===== src/rtl/ascii_conv_pkg.sv =====
package ascii_conv_pkg;
    localparam int CHAR_W = 8;
    localparam int NIB_W  = 4;

    typedef enum logic {
        ST_IDLE    = 1'b0,
        ST_PRESENT = 1'b1
    } conv_state_e;
endpackage


===== src/rtl/char_to_nibble.sv =====
module char_to_nibble
    import ascii_conv_pkg::*;
(
    input  logic [CHAR_W-1:0] char_in,
    output logic [NIB_W-1:0]  nibble
);
    // Letters 'A'..'F' sit at 0x41..0x46: low nibble 1..6, plus 9 gives 10..15
    always_comb begin
        if (char_in >= 8'h41)
            nibble = char_in[NIB_W-1:0] + NIB_W'(9);
        else
            nibble = char_in[NIB_W-1:0];
    end
endmodule


===== src/rtl/dec_weight_rom.sv =====
module dec_weight_rom
    import ascii_conv_pkg::*;
#(
    parameter int unsigned WEIGHT = 10,
    parameter int          OUT_W  = 16
) (
    input  logic [NIB_W-1:0] digit,
    output logic [OUT_W-1:0] value
);
    // Sixteen-entry table; entries above 9 are never used in decimal mode
    logic [OUT_W-1:0] table_q [2**NIB_W];

    generate
        for (genvar k = 0; k < 2**NIB_W; k++) begin : g_entry
            localparam int unsigned ENTRY = (k <= 9) ? k * WEIGHT : 0;
            assign table_q[k] = OUT_W'(ENTRY);
        end
    endgenerate

    assign value = table_q[digit];
endmodule


===== src/rtl/ascii_word_conv.sv =====
module ascii_word_conv
    import ascii_conv_pkg::*;
#(
    parameter int CHARS = 4
) (
    input  logic                      clk,
    input  logic                      rst,
    input  logic                      in_valid,
    input  logic                      mode_dec,
    input  logic [CHARS*CHAR_W-1:0]   char_word,
    output logic                      out_valid,
    output logic [CHARS*NIB_W-1:0]    result
);
    localparam int OUT_W = CHARS * NIB_W;

    logic [NIB_W-1:0] nib      [CHARS];
    logic [OUT_W-1:0] weighted [CHARS];
    logic [OUT_W-1:0] hex_val;
    logic [OUT_W-1:0] dec_val;
    logic [OUT_W-1:0] mux_val;

    conv_state_e state_q, state_d;

    // One decoder per character; index 0 is the last (units) character
    generate
        for (genvar i = 0; i < CHARS; i++) begin : g_char
            char_to_nibble dec_u (
                .char_in (char_word[i*CHAR_W +: CHAR_W]),
                .nibble  (nib[i])
            );
            assign hex_val[i*NIB_W +: NIB_W] = nib[i];

            if (i == 0) begin : g_units
                assign weighted[i] = OUT_W'(nib[i]);
            end else begin : g_rom
                localparam int unsigned WGT = 10 ** i;
                dec_weight_rom #(.WEIGHT(WGT), .OUT_W(OUT_W)) rom_u (
                    .digit (nib[i]),
                    .value (weighted[i])
                );
            end
        end
    endgenerate

    always_comb begin
        dec_val = '0;
        for (int j = 0; j < CHARS; j++)
            dec_val = dec_val + weighted[j];
    end

    assign mux_val = mode_dec ? dec_val : hex_val;

    // Controller: state register
    always_ff @(posedge clk) begin
        if (rst) state_q <= ST_IDLE;
        else     state_q <= state_d;
    end

    always_comb begin
        unique case (state_q)
            ST_IDLE:    state_d = in_valid ? ST_PRESENT : ST_IDLE;
            ST_PRESENT: state_d = in_valid ? ST_PRESENT : ST_IDLE;
            default:    state_d = ST_IDLE;
        endcase
    end

    // Output process
    always_ff @(posedge clk) begin
        if (rst)           result <= '0;
        else if (in_valid) result <= mux_val;
    end

    assign out_valid = (state_q == ST_PRESENT);
endmodule


===== config.mk =====
export PLATFORM = sky130hd
export DESIGN_NAME = ascii_word_conv
export DESIGN_NICKNAME = d
export VERILOG_FILES = /design/src/rtl/ascii_conv_pkg.sv /design/src/rtl/char_to_nibble.sv /design/src/rtl/dec_weight_rom.sv /design/src/rtl/ascii_word_conv.sv
export SDC_FILE = /design/constraint.sdc
export NUM_CORES = 1
export LEC_CHECK = 0
export ABC_AREA = 1
export BUFFER_PORTS_ARGS = -buffer_cell sky130_fd_sc_hd__buf_2
export CORE_ASPECT_RATIO = 2
export CORE_MARGIN = 3
export CORE_UTILIZATION = 50
export CTS_BUF_LIST = sky130_fd_sc_hd__clkbuf_8
export CTS_CLUSTER_DIAMETER = 120
export DETAILED_ROUTE_END_ITERATION = 12
export PLACE_DENSITY = 0.71
export SLEW_MARGIN = 40
export SYNTH_ARGS = -nofsm -noshare
export SYNTH_HDL_FRONTEND = slang
export SYNTH_HIERARCHICAL = 1
export SYNTH_SLANG_ARGS = --single-unit

===== constraint.sdc =====
create_clock -name clk -period 5.1 [get_ports clk]
set_clock_uncertainty 0.05 [all_clocks]
set_input_delay 0.255 -clock clk [delete_from_list [all_inputs] [get_ports clk]]
set_output_delay 0.255 -clock clk [all_outputs]
set_load 0.02 [all_outputs]

* Word-level counts from Yosys, hierarchy flattened *
Memories as Yosys holds them, arrays and structs flattened.
Cells that the tools add are included.

operators by class
  $add $sub $neg = 7
  order comparisons = 7
  multiplexer cells = 12
  bitwise logic cells = 3

operator list
  operator             count
  $mux 16              7
  $add 16x16->16       2
  $ge 8x7->1 const B   4
  $add 4x16->16        1
  $add 4x4->4 const B  4
  $mux 4               4
  $ge 5x5->1 const B   3
  $not 4->5            3
  $mux 1               1

word-level totals
  bits in registers = 17
  ROM bits = 768
  input port bits = 36
  output and inout bits = 17
  word-level logic and storage cells = 34
  memories kept = 3

memories
  name             words  bits a word  rd ports  clocked after memory_dff  write ports  RTL line              source
  (no name shown)  16     16           1         0                         0            dec_weight_rom.sv:20  assign value = table_q[digit];
  (no name shown)  16     16           1         0                         0            dec_weight_rom.sv:20
  (no name shown)  16     16           1         0                         0            dec_weight_rom.sv:20

* Logic depth before layout (Yosys ltp) *
  depth after elaboration = 10
  mapped depth = 31
  mapped depth without buffers = 31

* Modules after synthesis *
The synthesis kept the hierarchy.

by module, submodules not included
  module                                  times used  cells an instance  area each (sq um)  seq. area each (sq um)
  ascii_word_conv                         1           375                2406.1             340.3
  char_to_nibble                          4           28                 177.7              0.0
  dec_weight_rom (g_char[3].g_rom.rom_u)  1           47                 256.5              0.0
  dec_weight_rom (g_char[2].g_rom.rom_u)  1           40                 246.5              0.0
  dec_weight_rom (g_char[1].g_rom.rom_u)  1           33                 196.4              0.0

* Worst setup path after synthesis *
Ideal clock, no wire load.

  kind = input port to flip-flop
  start point = input port char_word[24]
  end point = register result[14]
  library setup time = 0.135 ns
  data arrival time = 3.624 ns
  data required time = 4.915 ns
  setup slack = 1.291 ns
  cell stages on the path = 28
  path buffers = 1
  cell sequence = bufinv_8 -> ha_1 -> inv_1 -> nor2_2 -> nand3_1 -> nand2_2 -> nand2_4 -> nand2_1 -> nand2_1 -> inv_1 -> ha_1 -> inv_1 -> o21ai_0 -> o21ai_1 -> buf_4 -> inv_1 -> fa_1 -> inv_1 -> ha_1 -> ha_1 -> a21oi_1 -> nand2_1 -> a21oi_1 -> nand2_1 -> nand2_1 -> nand3_1 -> nand2_1 -> a21oi_2

RTL lines
  item                  RTL line               source
  from (decl)           ascii_word_conv.sv:10  input logic [CHARS*CHAR_W-1:0] char_word,
  to (signal assigned)  ascii_word_conv.sv:70  else if (in_valid) result <= mux_val;
  to (decl)             ascii_word_conv.sv:12  output logic [CHARS*NIB_W-1:0] result

==> results.json <==
{
  "vias_per_cell": 4.90,
  "clk_pin_slew_worst_paths_ps": 70,
  "vias": 3645,
  "yosys_warnings": 6,
  "critical_path.reg2reg.endpoint": "result[13]",
  "cp_num_buf_inv": 6,
  "fp.dieH_um": 130,
  "fill_cells": 738,
  "core_area_um2": 7320,
  "hold_violations": 0,
  "netlist_instances": 607,
  "setup_ws_ps": 829,
  "fin_cells": 744,
  "cp.required_ps": 5190,
  "nNetsFinal": 759,
  "finalSetupViolations": 0,
  "wl_mm": 9.10,
  "core.rowCount": 44,
  "drtAntennaViolNets": 0,
  "dp_hpwl_mm": 7.90,
  "drive_above_1_share_pct": 16.7,
  "hold_buffers": 0,
  "layout_common_cells": "nand2_1 (156), inv_1 (121), nand3_1 (55)",
  "hold_class": "in2reg",
  "combPwrFrac_pct": 78.4,
  "post-route-min-period_ps": 4270,
  "worstPathArrival_ps": 4360,
  "grt_first_pass_wirelength_mm": 14.9,
  "reg2reg_from": "result[13]",
  "path_common_cell": "nand2_1",
  "p_leak_nw": 2.48,
  "maxSlewViolCount": 0,
  "grt_pass1_vias": 3434,
  "place_ws_ps": 573,
  "cts_buffer_depth": 2,
  "htree_levels": 1,
  "antenna_found_initial": 0,
  "worstHoldStart": "rst",
  "grt_usage_pct": 21.8,
  "tightest_slew_ps": 692,
  "tns_ps": 0,
  "cts_sinks": 17,
  "netlist_area_um2": 3820,
  "p_seq_share_pct": 13.2,
  "final-seq-area_um2": 340,
  "cts_tree": "done",
  "multi_input_area_um2": 2760,
  "ys_seq_area_share_pct": 8.92,
  "postCtsResizedCells": 0,
  "status": "finished, final reports clean",
  "die-area_um2": 8780,
  "max_stage_delay_ps": 520,
  "cts-buffers-inserted": 3,
  "drcViolationCount": 0,
  "final_common_cell": "nand2_1",
  "intPower_w": 0.000549,
  "cp_max_fo": 6,
  "grt_max_degree": 26,
  "drt_iter0_markers": 121,
  "io-pin-count": 53,
  "ys_ff_latch": 17,
  "maxCapViolations": 0,
  "whs_endpoint": "out_valid",
  "critPathKind": "in2reg",
  "area_growth_pct": 7.38,
  "power.density_nw_per_um2": 303,
  "clkLatencyLatePin_ps": 260,
  "vdd_drop_max_v": 0.000106,
  "cts_setup_buffers": 0,
  "dieWidth_um": 67.8,
  "max_freq_ghz": 0.234,
  "avgRoutedWirePerCell_um": 12.2,
  "portBuffers": 52,
  "r2r_slack_ps": 4360,
  "slowest_stage": "fa_1",
  "period_share_pct": 83.7,
  "synth.distinct_cells": 34,
  "start_util_pct": 52.1,
  "crit_path_end_kind": "register",
  "n_antenna_cell": 0,
  "placed_cells": 740,
  "grt_overflow": 0,
  "max-slew-margin-rel_pct": 53.6,
  "clock_power_share_pct": 8.4,
  "critPathTopFamily": "adder cells",
  "r2r_cells": 2,
  "holdPathStages": 2,
  "p_sw_w": 0.000691,
  "root_buffer": "clkbuf_8",
  "avgSynthCellArea_um2": 6.29,
  "gp_congestion": 0.977,
  "dr.pass1.iters": 4,
  "start_kind": "input port",
  "rsz0062_at_grt": "false",
  "swShare_pct": 55.7
}
## area by class of cell
cell class | count | area share, %
clock buffer | 3 | 1.01
clock inverter | 1 | 0.122
inverter | 139 | 14.1
multi-input combinational | 440 | 67.3
sequential | 17 | 8.31
tap | 92 | 2.81
timing repair buffer | 52 | 6.35
## state kept, by name, indices dropped and copies added (netlist names)
signal / flops
out_valid: 1
result: 16
## worst register-to-register path, stage by stage (launching register included)
cell	delay, ps
dfxtp_1	390
nand2_1	90
a21oi_2	150
## synthesized netlist by cell type
master	number	area [um2]
a21oi_1	24	120
a21oi_2	5	43.8
and2_2	1	7.51
buf_1	1	3.75
buf_2	3	15.0
buf_4	25	188
bufinv_8	4	70.1
clkbuf_1	1	3.75
clkbuf_2	1	5.00
clkinv_1	2	7.51
conb_1	3	11.3
dfxtp_1	17	340
fa_1	19	380
ha_1	51	638
inv_1	121	454
inv_2	12	45.0
nand2_1	156	586
nand2_2	12	75.1
nand2_4	4	45.0
nand3_1	55	275
nand3_2	4	40.0
nand3b_1	1	7.51
nand4_1	4	25.0
nor2_1	40	150
nor2_2	8	50.1
nor2_4	1	11.3
nor3_1	1	5.00
nor3_2	1	10.0
o211ai_1	3	22.5
o21ai_0	13	65.1
o21ai_1	2	10.0
o21ai_2	1	8.76
xnor2_1	1	8.76
xor2_1	10	87.6
## how the worst max path moves through the flow
| stage | from | to | cells past startpoint |
|---|---|---|---|
| 6_report | char_word[24] | result[11] | 29 |
| 5_1_grt | char_word[24] | result[11] | 29 |
| 4_1_cts | char_word[24] | result[11] | 29 |
| 3_5_place_dp | char_word[24] | result[11] | 29 |
| 3_3_place_gp | char_word[24] | result[11] | 29 |
| 2_1_floorplan | char_word[24] | result[14] | 28 |
## stage by stage
step | instance area, um2 | util, % | total power, W | hold WS, ps
after floorplan | 3890 | - | 0.000903 | 267
after global placement | 4050 | 55.3 | 0.00110 | 400
after detailed placement | 4050 | 55.3 | 0.00112 | 406
after CTS | 4100 | 56.0 | 0.00123 | 305
after global routing | 4100 | 56.0 | 0.00139 | 317
final | 4100 | 56.0 | 0.00124 | 302
## metal layers
metal	vias up	track usage, %	wire [um]	part of all wire (%)
met4	0	11.5	474	5.2
met2	76	44.1	5310	58
met3	29	1.39	233	2.6
met1	1664	20.0	3090	34
met5	-	0	0	0
li1	1876	-	-	-
## logic make-up (layout without fill, tap and decap cells)
| group | after synthesis | in the layout | synth area share [%] |
|---|---|---|---|
| AO/OA/AOI/OAI | 48 | 48 | 7.08 |
| XOR/XNOR | 11 | 11 | 2.52 |
| adder cells (fa/ha/maj) | 70 | 70 | 26.7 |
| buffers and inverters | 170 | 195 | 20.8 |
| flip-flops | 17 | 17 | 8.92 |
| other | 3 | 23 | 0.295 |
| AND/OR/NAND/NOR | 288 | 288 | 33.7 |
## power groups by stage
stage	logic [W]	clock network [W]	registers [W]
floorplan	0.000713	0	0.000190
global placement	0.000936	0	0.000166
detailed placement	0.000951	0	0.000167
CTS	0.000958	0.000104	0.000164
global route	0.00111	0.000111	0.000165
finish	0.000972	0.000104	0.000164
Power figures use the tool's default switching activity.
